File: src/rtl/ttx_pkg.sv
package ttx_pkg;

  localparam int CNT_W = 9;

  typedef enum logic [1:0] {
    STD_WST_625 = 2'b00,
    STD_WST_525 = 2'b01,
    STD_NA_TEXT = 2'b10,
    STD_SPARE   = 2'b11
  } ttx_std_e;

  // Bits per insertion window, run-in included.
  function automatic logic [CNT_W-1:0] win_bits(input logic [1:0] code);
    ttx_std_e s;
    s = ttx_std_e'(code);
    case (s)
      STD_WST_625: win_bits = CNT_W'(360);
      STD_WST_525: win_bits = CNT_W'(296);
      default:     win_bits = CNT_W'(288);
    endcase
  endfunction

endpackage

File: src/rtl/ttx_line_gate.sv
module ttx_line_gate #(
  parameter int LINE_W     = 10,
  parameter int NLINES     = 24,
  parameter int LINE_FIRST = 6,
  parameter int LINE_PIX   = 1728,
  parameter int PIX_W      = 11,
  parameter int CNT_W      = 9
) (
  input  logic [LINE_W-1:0] line_num,
  input  logic              field,
  input  logic [NLINES-1:0] lines_f0,
  input  logic [NLINES-1:0] lines_f1,
  input  logic [PIX_W-1:0]  start_ofs,
  input  logic [CNT_W-1:0]  nbits,
  output logic              line_ok,
  output logic              fits
);
  localparam int IDX_W = (NLINES > 1) ? $clog2(NLINES) : 1;
  localparam int SUM_W = ((PIX_W > CNT_W) ? PIX_W : CNT_W) + 2;
  localparam logic [LINE_W:0] LO = (LINE_W+1)'(LINE_FIRST);
  localparam logic [LINE_W:0] HI = (LINE_W+1)'(LINE_FIRST + NLINES);

  logic [IDX_W-1:0] idx;
  logic             in_range;
  logic [SUM_W-1:0] end_pos;

  always_comb begin
    in_range = ({1'b0, line_num} >= LO) && ({1'b0, line_num} < HI);
    idx      = IDX_W'(line_num - LINE_W'(LINE_FIRST));
    line_ok  = 1'b0;
    if (in_range) begin
      line_ok = field ? lines_f1[idx] : lines_f0[idx];
    end
    end_pos = SUM_W'(start_ofs) + SUM_W'(nbits);
    fits    = (end_pos <= SUM_W'(LINE_PIX));
  end

endmodule

File: src/rtl/ttx_bit_clock.sv
module ttx_bit_clock #(
  parameter int ACC_W = 12,
  parameter int CNT_W = 9
) (
  input  logic             clk,
  input  logic             rst_n,
  input  logic             ce,
  input  logic             kill,
  input  logic             open,
  input  logic [ACC_W-1:0] phase_inc,
  input  logic [CNT_W-1:0] nbits,
  output logic             active,
  output logic             active_nxt,
  output logic             tick
);
  logic [ACC_W-1:0] acc_q, acc_d;
  logic [CNT_W-1:0] cnt_q, cnt_d;
  logic             act_q, act_d;
  logic [ACC_W:0]   sum;

  always_comb begin
    sum   = {1'b0, acc_q} + {1'b0, phase_inc};
    tick  = ce & act_q & ~kill & sum[ACC_W];
    act_d = act_q;
    acc_d = acc_q;
    cnt_d = cnt_q;
    if (kill) begin
      act_d = 1'b0;
    end else if (ce) begin
      if (act_q) begin
        acc_d = sum[ACC_W-1:0];
        if (sum[ACC_W]) begin
          cnt_d = cnt_q + 1'b1;
          if (cnt_q + 1'b1 == nbits) act_d = 1'b0;
        end
      end else if (open) begin
        act_d = 1'b1;
        acc_d = '0;
        cnt_d = '0;
      end
    end
  end

  always_ff @(posedge clk or negedge rst_n) begin
    if (!rst_n) begin
      act_q <= 1'b0;
      acc_q <= '0;
      cnt_q <= '0;
    end else begin
      act_q <= act_d;
      acc_q <= acc_d;
      cnt_q <= cnt_d;
    end
  end

  assign active     = act_q;
  assign active_nxt = act_d;

endmodule

File: src/rtl/ttx_capture.sv
module ttx_capture #(
  parameter int DLY_W = 4,
  parameter int CNT_W = 9
) (
  input  logic             clk,
  input  logic             rst_n,
  input  logic             ce,
  input  logic             kill,
  input  logic             open,
  input  logic             tick,
  input  logic [DLY_W-1:0] req_dly,
  input  logic             ttx_in,
  input  logic [CNT_W-1:0] nbits,
  output logic             bit_data,
  output logic             bit_valid,
  output logic             win_done
);
  localparam int DLY_MAX = (1 << DLY_W) - 1;

  logic [DLY_MAX:0] pipe_q, pipe_d;
  logic [CNT_W-1:0] smp_q, smp_d;
  logic             data_q, data_d;
  logic             vld_q, vld_d;
  logic             done_q, done_d;
  logic             hit, last;

  always_comb begin
    hit    = ce & ~kill & pipe_q[req_dly];
    last   = (smp_q + 1'b1 == nbits);
    pipe_d = pipe_q;
    if (kill) begin
      pipe_d = '0;
    end else if (ce) begin
      pipe_d = {pipe_q[DLY_MAX-1:0], tick};
    end
    vld_d  = hit;
    done_d = hit & last;
    data_d = hit ? ttx_in : data_q;
    smp_d  = smp_q;
    if (ce & ~kill & open) begin
      smp_d = '0;
    end else if (hit) begin
      smp_d = last ? '0 : smp_q + 1'b1;
    end
  end

  always_ff @(posedge clk or negedge rst_n) begin
    if (!rst_n) begin
      pipe_q <= '0;
      smp_q  <= '0;
      data_q <= 1'b0;
      vld_q  <= 1'b0;
      done_q <= 1'b0;
    end else begin
      pipe_q <= pipe_d;
      smp_q  <= smp_d;
      data_q <= data_d;
      vld_q  <= vld_d;
      done_q <= done_d;
    end
  end

  assign bit_data  = data_q;
  assign bit_valid = vld_q;
  assign win_done  = done_q;

endmodule

File: src/rtl/ttx_req_ctrl.sv
module ttx_req_ctrl #(
  parameter int LINE_PIX   = 1728,
  parameter int LINE_W     = 10,
  parameter int NLINES     = 24,
  parameter int LINE_FIRST = 6,
  parameter int ACC_W      = 12,
  parameter int DLY_W      = 4,
  localparam int PIX_W     = $clog2(LINE_PIX)
) (
  input  logic              clk,
  input  logic              rst_n,
  input  logic              pix_ce,
  input  logic              line_start,
  input  logic [LINE_W-1:0] line_num,
  input  logic              field,
  input  logic              en,
  input  logic [1:0]        std_sel,
  input  logic              per_bit_mode,
  input  logic [DLY_W-1:0]  req_dly,
  input  logic [PIX_W-1:0]  start_ofs,
  input  logic [ACC_W-1:0]  phase_inc,
  input  logic [NLINES-1:0] lines_f0,
  input  logic [NLINES-1:0] lines_f1,
  input  logic              ttx_in,
  output logic              ttx_req,
  output logic              bit_data,
  output logic              bit_valid,
  output logic              win_active,
  output logic              win_done
);
  import ttx_pkg::*;

  localparam logic [PIX_W-1:0] PIX_LAST = PIX_W'(LINE_PIX - 1);

  logic [1:0]       rst_sync;
  logic             rst_core_n;
  logic [PIX_W-1:0] pix_q, pix_d;
  logic [1:0]       std_q, std_d;
  logic             req_q, req_d;
  logic             kill, open, line_ok, fits;
  logic             active, active_nxt, tick;
  logic [CNT_W-1:0] nbits_live, nbits_win;

  // reset: asserted at once, released on the clock
  always_ff @(posedge clk or negedge rst_n) begin
    if (!rst_n) rst_sync <= 2'b00;
    else        rst_sync <= {rst_sync[0], 1'b1};
  end
  assign rst_core_n = rst_sync[1];

  assign nbits_live = win_bits(std_sel);
  assign nbits_win  = win_bits(std_q);

  ttx_line_gate #(
    .LINE_W(LINE_W), .NLINES(NLINES), .LINE_FIRST(LINE_FIRST),
    .LINE_PIX(LINE_PIX), .PIX_W(PIX_W), .CNT_W(CNT_W)
  ) u_gate (
    .line_num(line_num), .field(field), .lines_f0(lines_f0),
    .lines_f1(lines_f1), .start_ofs(start_ofs), .nbits(nbits_live),
    .line_ok(line_ok), .fits(fits)
  );

  always_comb begin
    kill = ~en | (active & (std_sel != std_q)) | (pix_ce & line_start);
    open = pix_ce & ~kill & ~active & line_ok & fits & (pix_q == start_ofs);
  end

  ttx_bit_clock #(.ACC_W(ACC_W), .CNT_W(CNT_W)) u_clk (
    .clk(clk), .rst_n(rst_core_n), .ce(pix_ce), .kill(kill), .open(open),
    .phase_inc(phase_inc), .nbits(nbits_win),
    .active(active), .active_nxt(active_nxt), .tick(tick)
  );

  ttx_capture #(.DLY_W(DLY_W), .CNT_W(CNT_W)) u_cap (
    .clk(clk), .rst_n(rst_core_n), .ce(pix_ce), .kill(kill), .open(open),
    .tick(tick), .req_dly(req_dly), .ttx_in(ttx_in), .nbits(nbits_win),
    .bit_data(bit_data), .bit_valid(bit_valid), .win_done(win_done)
  );

  always_comb begin
    pix_d = pix_q;
    if (pix_ce) begin
      if (line_start)            pix_d = '0;
      else if (pix_q != PIX_LAST) pix_d = pix_q + 1'b1;
    end
    std_d = open ? std_sel : std_q;
    req_d = req_q;
    if (kill)        req_d = 1'b0;
    else if (pix_ce) req_d = per_bit_mode ? tick : active_nxt;
  end

  always_ff @(posedge clk or negedge rst_core_n) begin
    if (!rst_core_n) begin
      pix_q <= '0;
      std_q <= 2'b00;
      req_q <= 1'b0;
    end else begin
      pix_q <= pix_d;
      std_q <= std_d;
      req_q <= req_d;
    end
  end

  assign ttx_req    = req_q;
  assign win_active = active;

endmodule

File: config.mk
export PLATFORM = sky130hd
export DESIGN_NAME = ttx_req_ctrl
export DESIGN_NICKNAME = d
export VERILOG_FILES = /design/src/rtl/ttx_pkg.sv /design/src/rtl/ttx_line_gate.sv /design/src/rtl/ttx_bit_clock.sv /design/src/rtl/ttx_capture.sv /design/src/rtl/ttx_req_ctrl.sv
export SDC_FILE = /design/constraint.sdc
export NUM_CORES = 1
export LEC_CHECK = 0
export ABC_AREA = 0
export BUFFER_PORTS_ARGS = -buffer_cell sky130_fd_sc_hd__buf_2
export CAP_MARGIN = 20
export CORE_AREA = 3 3 120 122
export DETAILED_ROUTE_END_ITERATION = 16
export DIE_AREA = 0 0 123 125
export PLACE_DENSITY_LB_ADDON = 0.25
export SLEW_MARGIN = 5
export SYNTH_ARGS = -nofsm -noshare
export SYNTH_HDL_FRONTEND = slang
export SYNTH_SLANG_ARGS = --single-unit
File: constraint.sdc
create_clock -name clk -period 5.6 [get_ports clk]
set_clock_uncertainty 0.05 [all_clocks]
set_input_delay 1.12 -clock clk [delete_from_list [all_inputs] [get_ports clk]]
set_output_delay 1.12 -clock clk [all_outputs]
set_load 0.01 [all_outputs]
# After elaboration in Yosys (flattened, before gate mapping)
# Cells that the tools add are included.
word_totals:
  output_inout_bits: 5
  input_bits: 95
  ff_bits: 66
  wordCells: 90
op_classes:
  bitwise: 18
  reduce_logical: 10
  eq_ne: 8
  order_cmp: 5
  addsub: 6
  muxes: 31
op_table:
  columns: ["operator", "n"]
  rows:
  - ["$mux 9", 6]
  - ["$mux 16", 2]
  - ["$pmux 7 s2", 2]
  - ["$mux 12", 2]
  - ["$mux 11", 2]
  - ["$add 9x1->9 const B", 2]
  - ["$eq 9x9->1", 2]
  - ["$mux 1", 14]
  - ["$add 12x12->13", 1]
  - ["$and 1x1->1", 13]
  - ["$le 13x11->1 const B", 1]
  - ["$add 11x9->12", 1]
  - ["$add 11x1->11 const B", 1]
  - ["$eq 11x11->1", 1]
  - ["$ne 11x11->1 const B", 1]
  - ["$bmux 1 s5", 2]
  - ["$ge 10x3->1 const B", 1]
  - ["$lt 10x5->1 const B", 1]
  - ["$reduce_bool 2->1", 4]
  - ["$lt 5x6->1 const B", 1]
  - ["$lt 4x5->1 const B", 1]
  - ["$sub 5x3->5 const B", 1]
  - ["$bmux 1 s4", 1]
  - ["$eq 2x1->1 const B", 2]
  - ["other kinds (9)", 13]

# Logic depth before layout (Yosys ltp)
# Gate-level depths: netlist (run 1).
depth:
  word_depth: 17
  mapped_depth: 11
  ltp_nobuf: 10

# Cells and area by module
# Synthesis (run 1) repeated with hierarchy kept, for this count alone.
hier_totals:
  hier_cells: 569
  area_unflattened_um2: 5436.5
by_module_without_submodules:
  columns: ["mod", "seq_area_each_um2", "area_each_um2", "instances", "cells_each"]
  rows:
  - ["ttx_capture", 700.7, 1744.2, 1, 174]
  - ["ttx_bit_clock", 550.5, 1740.4, 1, 196]
  - ["ttx_req_ctrl", 400.4, 1023.5, 1, 111]
  - ["ttx_line_gate", 0.0, 928.4, 1, 88]

# Least setup slack after synthesis (run 1)
# OpenSTA, ideal clock, no wires.
synth_timing:
  path_kind: "input-to-reg"
  start: "input port line_num[1]"
  end: "register u_clk.cnt_q[0]"
  path_slack_ns: 2.109
  required_time_ns: 5.425
  arrival_time_ns: 3.316
  path_stages: 9
  setup_ns: 0.125
  n_path_buf: 1
  path_cell_list: "ha_1 > buf_2 > mux4_2 > a22o_1 > o21ai_0 > o211ai_1 > o311a_2 > nor2_2 > mux2_4"
synth_between:
  elab_chain_len: 10
  elab_cells_between_ends: 15
  classes_between: "add/sub (1); order compare (2); mux (6); bitwise (3); reduce/logical (3)"
synth_lines:
  columns: ["item", "line_no", "rtl"]
  rows:
  - ["start: declaration", "ttx_req_ctrl.sv:14", "input logic [LINE_W-1:0] line_num,"]
  - ["$sub 5x3->5", "ttx_line_gate.sv:29", "idx = IDX_W'(line_num - LINE_W'(LINE_FIRST));"]
  - ["$bmux 1 s5", "ttx_line_gate.sv:32", "line_ok = field ? lines_f1[idx] : lines_f0[idx];"]
  - ["$mux 1 (implied by the code)", "ttx_line_gate.sv:32", null]
  - ["$mux 1", "ttx_line_gate.sv:32", null]
  - ["$mux 1 (*)", "ttx_line_gate.sv:31", "if (in_range) begin"]
  - ["$and 1x1->1 (*) (3 in a row)", "ttx_req_ctrl.sv:65", "open = pix_ce & ~kill & ~active & line_ok & fits & (pix_q == start_ofs);"]
  - ["$reduce_bool 2->1 (no line) (*)", null, null]
  - ["$reduce_and 4->1 (no line) (*)", null, null]
  - ["end signal: assignment", "ttx_bit_clock.sv:52", "cnt_q <= cnt_d;"]
  - ["end: declaration", "ttx_bit_clock.sv:17", "logic [CNT_W-1:0] cnt_q, cnt_d;"]
# Mark *: on every way between the ends. The rest lies on a longest branch, timed or not. The select of a mux whose other input is x is not followed.
# A chain may end at the register's enable or synchronous reset.

# Worst setup path in the final report (run 1)
# Ends and elaborated chain as after synthesis.

==> results of run 1 <==
[cell families (layout without fill, tap and decap cells)]
group,Yosys count,in the layout,synth area share
AO/OA/AOI/OAI,121,121,0.186
flip-flops,66,66,0.365
AND/OR/NAND/NOR,157,157,0.175
XOR/XNOR,39,39,0.0756
adder cells (fa/ha/maj),21,21,0.0598
multiplexers,27,27,0.110
buffers and inverters,30,129,0.0285
other,1,1,0.000830
[where the power goes]
part           total, µW  switching, µW  internal (µW)
clock                576            199            378
combinational        145           70.9           74.5
sequential           488           5.35            482
[per-layer routing]
layer | wire length (µm) | vias to the layer above
met5 | 0 | -
met4 | 188 | 0
met3 | 613 | 15
met2 | 5370 | 104
met1 | 4900 | 1914
li1 | - | 1928
[final cells by class]
cell class / count / area, µm²
clock buffer: 13 / 270
clock inverter: 2 / 35.0
fill: 1292 / 7810
inverter: 11 / 41.3
multi-input combinational: 366 / 2740
sequential: 66 / 1650
tap: 176 / 220
timing repair buffer: 103 / 526
[registers in the layout, indices dropped and copies added, names as in the netlist]
register and cells:
pix_q 11, rst_sync 2, std_q 2, ttx_req 1
u_cap.bit_data 1, u_cap.bit_valid 1, u_cap.pipe_q 16, u_cap.smp_q 9
u_cap.win_done 1, u_clk.acc_q 12, u_clk.active 1, u_clk.cnt_q 9
[per-stage QoR]
stage | hold WS [ns] | setup WS [ns] | total power, µW | cell area [µm²]
after global placement | 0.287 | 1.19 | 638 | 5170
final | 0.301 | 1.54 | 1210 | 5490
after floorplan | 0.281 | 2.11 | 584 | 4520
after global routing | 0.307 | 1.33 | 1260 | 5490
after CTS | 0.304 | 1.50 | 1220 | 5480
after detailed placement | 0.292 | 1.15 | 642 | 5170
[path summary, 6_finish.rpt]
path                            depth (start not counted)  slack (ns)    startpoint         endpoint
worst max-delay path                                    9        1.54   line_num[1]   u_clk.cnt_q[0]
worst min-delay path                                    0        0.30   rst_sync[0]      rst_sync[1]
worst max register to register                          7        2.24  u_clk.active   u_clk.cnt_q[0]
worst min register to register                          0        0.30   rst_sync[0]      rst_sync[1]
max in group asynchronous                               1        4.57   rst_sync[1]  u_cap.pipe_q[2]
min in group asynchronous                               1        0.39   rst_sync[1]   u_clk.acc_q[3]
[synth_stat cells, types with 5 or more instances]
cell type	number
and3_1	10
a21oi_1	19
a22o_1	17
nor2_1	30
ha_1	20
xor2_1	17
or4_1	5
a211oi_1	5
nand4_1	5
inv_1	11
a21o_1	6
nand3_1	15
nor3_1	9
o21ai_0	25
dfrtp_1	66
mux4_2	17
xnor2_1	22
nor2b_1	7
clkbuf_1	13
o22ai_1	12
nand2_1	48
==> run summary, run 1 <==
Diodes inserted - 0
Area contributors post-synth - dfrtp_1, mux4_2, ha_1, xnor2_1, nand2_1
Status - finished clean
HP Class - register to register
RSZ-0062 raised after global routing - false
Antenna-violating nets left - 0
Most frequent cells in the layout - buf_2, dfrtp_1, nand2_1
YS warnings - 0
Dpl hpwl - 8140 µm
Initial DRC Count - 195
Area growth syn-to-layout - 21.3%
TritonCTS clock tree - yes
Die Ht - 125 µm
Yosys reg bits - 66
Final hold viol count - 0
Max Freq - 247 MHz
Commonest non-fill, non-tap cell in the layout - buf_2
Die width - 123 µm
Worst-path cell with the longest stage delay - ha_1
Crit path max-delay family - multiplexers
Post-Place Cells - 721
Overflow after GRT - 0
Cell Rows - 42
IO Pins - 100
Busiest grt layer - met2
Post-synth EDFFs - 0
Count of pins over their slew limit - 0
Initial antenna violation count - 0
Min Tclk post-route - 4.06 ns
M1 GR Usage - 0.186
Critical path endpoint category - register
Pwr dens - 220 nW/µm²
Synthesized instance count - 462
Syn Std Cell Area - 4520 µm²
Reg clk slew, reported paths - 0.05 ns
GRT Resource Usage Total - 0.145
Post-Layout Cell Count - 737
Setup TNS - 0 ns
Slew HR - 0.451
Vias per cell - 5.37
Final setup vio count - 0
P_leak - 0.00252 µW
Crit Path Max Fanout - 30
Routed Wire Length - 11,100 µm
Core Region - 13,300 µm²
Number of buffers and inverters on the critical path - 1
Yosys top cell area share - 0.365
Arrival @ worst endpoint - 4.22 ns
Critical path, cell by cell - buf_2 > ha_1 > mux4_2 > a22o_1 > o21ai_0 > o211ai_1 > o311a_2 > nor2_2 > mux2_4
GR Layer Usage met2 - 0.238
Grt met3 use - 0.0321
Ys flop type - dfrtp_1
Crit share post-route - 0.724
DR vias - 3,961
Clock Tree Root - clkbuf_16
Max-cap violations - 0
Sequential area share after synthesis - 0.365
Post-cts resize count - 0
Post-CTS Setup Inserts - 0
Sink Count - 66
GP Congestion - 0.865
DR WL/cell - 15.0 µm
Post-cts hold buffer count - 0
Global-route wire length before repair - 18,300 µm
Max clock buf depth - 2
Pin count of the biggest net entering global routing - 65
Maximum vdd drop - 0.137 mV
Synth area leader - dfrtp_1
Slew at the pin closest to its max-slew limit - 0.824 ns
Synth async-reset ratio - 1.00
Fin nets - 673
Die area - 15,400 µm²
CP Launch Type - primary input
Post-layout util - 0.413
Share of cells above drive strength 1 - 0.269
Num CTS Buffers - 9
Worst skew pair latency - 0.33 ns
Unique masters post-synth - 63
Initial Utilization - 0.340
Residual DRC count - 0
Vias in the first global route - 3,927
Critical path required time - 5.76 ns
Syn nets - 578
Mapped Avg Cell Area - 9.78 µm²
H-tree Lvls - 3
Worst Setup Path Type - primary input to register
I/O Buffers - 99
Pre-Repair DR Iteration Count - 4
CP max stage delay - 0.64 ns
(Power assumes the default switching activity.)
==> run 2: changes to the inputs <==
--- a/config.mk
+++ b/config.mk
@@ -5,12 +5,12 @@
 export SDC_FILE = /design/constraint.sdc
 export NUM_CORES = 1
 export LEC_CHECK = 0
-export ABC_AREA = 0
+export ABC_AREA = 1
 export BUFFER_PORTS_ARGS = -buffer_cell sky130_fd_sc_hd__buf_2
 export CAP_MARGIN = 20
-export CORE_AREA = 3 3 120 122
+export CORE_AREA = 3 3 124 126
 export DETAILED_ROUTE_END_ITERATION = 16
-export DIE_AREA = 0 0 123 125
+export DIE_AREA = 0 0 127 129
 export PLACE_DENSITY_LB_ADDON = 0.25
 export SLEW_MARGIN = 5
 export SYNTH_ARGS = -nofsm -noshare
==> constraint.sdc (replaced) <==
create_clock -name clk -period 3.5 [get_ports clk]
set_clock_uncertainty 0.05 [all_clocks]
set_input_delay 0.7 -clock clk [delete_from_list [all_inputs] [get_ports clk]]
set_output_delay 0.7 -clock clk [all_outputs]
set_load 0.01 [all_outputs]
==> run 2 against run 1 <==
Against the previous run:
- clock power is 62% higher
- via count is 24% higher
- worst hold slack worse by 0.21 ns
- total power is 70% higher
- worst setup slack worse by 0.75 ns
- final cell count is 37% higher
- sequential share of layout area is 2.0 points lower
- critical endpoint is now ttx_req
- largest cell class unchanged
==> run summary, run 2 <==
Routed Wire Length - 12,800 µm (was 11,100 µm)
DR vias - 4,906 (was 3,961)
Clock Tree Root - clkbuf_16 (unchanged)
Max reg flops - 16 (unchanged)
Reg clk slew, reported paths - 0.05 ns (about the same)
Setup WS pre-CTS - 0.418 ns (was 1.15 ns)
Post-Place Cells - 994 (was 721)
Unique masters post-synth - 48 (was 63)
Max Freq - 370 MHz
Initial Utilization - 0.338 (was 0.340)
Post-cts resize count - 0 (unchanged)
Share of cells above drive strength 1 - 0.168 (was 0.269)
Max-cap violations - 0 (unchanged)
Post-Synth Adder-Cell Area - 0.0554 (was 0.0598)
Most frequent cell after synthesis - nand2_1 (was dfrtp_1)
Num CTS Buffers - 9 (unchanged)
Pin count of the biggest net entering global routing - 54 (was 65)
Worst Setup Path Type - primary input to register (unchanged)
Overflow after GRT - 0 (unchanged)
Sequential area share after synthesis - 0.338 (was 0.365)
Post-CTS Setup Inserts - 0 (unchanged)
HP Class - primary input to async pin (was register to register)
Die width - 127 µm (was 123 µm)
Mapped Avg Cell Area - 6.77 µm² (was 9.78 µm²)
Most frequent cells in the layout - nand2_1, buf_2, inv_1 (was buf_2, dfrtp_1, nand2_1)
Fin nets - 937 (was 673)
Final setup vio count - 0 (unchanged)
Arrival @ worst endpoint - 2.88 ns (was 4.22 ns)
Slew at the pin closest to its max-slew limit - 0.736 ns (was 0.824 ns)
Initial antenna violation count - 0 (unchanged)
M1 GR Usage - 0.213 (was 0.186)
Post-cts hold buffer count - 0 (unchanged)
Post-synthesis mux area share - 0 (was 0.110)
Setup TNS - 0 ns (unchanged)
I/O Buffers - 99 (unchanged)
H-tree Lvls - 3 (unchanged)
Synth async-reset ratio - 1.00 (unchanged)
Final hold viol count - 0 (unchanged)
Largest register by flop count - u_cap.pipe_q (unchanged)
Top flop regs - u_cap.pipe_q (16), u_clk.acc_q (12), pix_q (11) (unchanged)
CP max stage delay - 0.43 ns (was 0.64 ns)
Die Ht - 129 µm (was 125 µm)
Setup ws final - 0.796 ns (was 1.54 ns)
TritonCTS clock tree - yes (unchanged)
Slew HR - 0.508 (was 0.451)
Yosys top cell area share - 0.338 (was 0.365)
YS warnings - 0 (unchanged)
Post-Layout Cell Count - 1,010 (was 737)
GR Layer Usage met2 - 0.264 (was 0.238)
Crit Path Max Fanout - 13 (was 30)
Initial DRC Count - 247 (was 195)
Die area - 16,400 µm² (was 15,400 µm²)
Sink Count - 66 (unchanged)
Yosys reg bits - 66 (unchanged)
Placed cell area - 5560 µm² (was 5170 µm²)
Critical path, cell by cell - buf_2 > ha_1 > fa_1 > nand3_1 > nand2_1 > nand3_1 > nand4_1 > nand2_2 > o21ai_0 > nand2_1 > nand2_1 (was buf_2 > ha_1 > mux4_2 > a22o_1 > o21ai_0 > o211ai_1 > o311a_2 > nor2_2 > mux2_4)
IO Pins - 100 (unchanged)
Ys flop type - dfrtp_1 (unchanged)
Design area - 5870 µm² (was 5490 µm²)
Antenna-violating nets left - 0 (unchanged)
Status - finished clean (unchanged)
Post-synth EDFFs - 0 (unchanged)
Largest family of logic cells by synthesized area - simple AND/OR/NAND/NOR gates (was compound AO/OA/AOI/OAI gates)
Worst skew pair latency - 0.33 ns (about the same)
Count of pins over their slew limit - 0 (unchanged)
Busiest grt layer - met2 (unchanged)
Fraction of synthesized cell area in xor and xnor cells - 0.0359 (was 0.0756)
Crit-path most repeated cell - nand2_1
Max clock buf depth - 2 (unchanged)
Dpl hpwl - 9890 µm (was 8140 µm)
Post-Synth Simple-Gate Area - 0.341 (was 0.175)
GP Congestion - 0.875 (was 0.865)
Maximum vdd drop - 0.199 mV (was 0.137 mV)
Global-route wire length before repair - 21,800 µm (was 18,300 µm)
Pre-Repair DR Iteration Count - 4 (unchanged)
P_leak - 0.00314 µW (was 0.00252 µW)
Min Tclk post-route - 2.70 ns
Synthesized instance count - 721 (was 462)
Vias in the first global route - 4,752 (was 3,927)
Crit share post-route - 0.773
Critical path endpoint category - register (unchanged)
Synth area leader - dfrtp_1 (unchanged)
DR WL/cell - 12.7 µm (was 15.0 µm)
Core Region - 14,400 µm² (was 13,300 µm²)
Cell Rows - 44 (was 42)
Diodes inserted - 0 (unchanged)
Residual DRC count - 0 (unchanged)
Commonest non-fill, non-tap cell in the layout - nand2_1 (was buf_2)
Critical path required time - 3.67 ns (was 5.76 ns)
Worst-path cell with the longest stage delay - nand2_2 (was ha_1)
Pwr dens - 351 nW/µm² (was 220 nW/µm²)
Area contributors post-synth - dfrtp_1, nand2_1, nand3_1, inv_1, ha_1 (was dfrtp_1, mux4_2, ha_1, xnor2_1, nand2_1)
Vias per cell - 4.86 (was 5.37)
Fin Hold WS - 0.0880 ns (was 0.301 ns)
GRT Resource Usage Total - 0.162 (was 0.145)
CP Launch Type - primary input (unchanged)
Syn Std Cell Area - 4880 µm² (was 4520 µm²)
Post-synth top cells - nand2_1, inv_1, nand3_1 (was dfrtp_1, nand2_1, nor2_1)
RSZ-0062 raised after global routing - false (unchanged)
Syn nets - 837 (was 578)
Synth Area in Compound Gates - 0.124 (was 0.186)
Area growth syn-to-layout - 20.3% (was 21.3%)
Grt met3 use - 0.0291 (was 0.0321)
[run 2: cell count changes in the layout (fill, tap and decap cells not counted), moves of 14 or more]
cell and change:
a22o_1 -17, nand3_1 +72, mux4_2 -17, nand2_1 +151
nand4_1 +14, inv_1 +86, nor2_1 +31
[run 2: worst max-delay path: cells and delay by family]
kind                       cells  cell delay [ns]
and+or+nand+nor                7             1.28
buffers and inverters          1             0.11
adders and majority gates      2             0.64
AOI/OAI and AO/OA              1             0.15
[run 2: final cells by class]
cell class / count / area (µm²)
timing repair buffer: 110 / 578
inverter: 101 / 382
fill: 1540 / 8550
clock inverter: 2 / 35.0
tap: 184 / 230
multi-input combinational: 533 / 2720
clock buffer: 14 / 274
sequential: 66 / 1650
[run 2: kinds of logic (layout without fill, tap and decap cells)]
| logic type | count (synthesis) | in the layout |
|---|---|---|
| other cells | 1 | 1 |
| xor+xnor | 20 | 20 |
| flops | 66 | 66 |
| compound gates | 105 | 105 |
| fa+ha+maj | 21 | 21 |
| buf+inv | 122 | 227 |
| simple gates | 386 | 386 |
[run 2: power by group]
group	leakage, µW	total [µW]	internal (µW)	switching (µW)
clock network	0.000153	931	609	322
registers	0.000898	815	791	24.7
logic	0.00209	314	129	185
total	0.00314	2060	1530	532
[run 2: worst paths after layout]
path,from,end,slack [ns],depth (start not counted)
max in group asynchronous,rst_sync[1],u_cap.win_done,2.33,1
setup reg to reg,u_clk.acc_q[0],ttx_req,0.91,10
min in group clk,rst_sync[0],rst_sync[1],0.30,0
hold reg to reg,rst_sync[1],pix_q[1],0.09,0
hold / removal,rst_n,rst_sync[0],0.09,1
setup / recovery,phase_inc[0],ttx_req,0.80,11
[run 2: stage by stage]
step | total power [µW] | utilization
after global routing | 2190 | 0.407
after CTS | 2100 | 0.407
after floorplan | 1020 | -
after detailed placement | 1140 | 0.386
after global placement | 1140 | 0.386
final | 2060 | 0.407
[run 2: layer usage]
layer | vias up | part of all wire
met5 | - | 0
met4 | 0 | 0.026
met3 | 27 | 0.037
met2 | 81 | 0.46
met1 | 2226 | 0.48
li1 | 2572 | -
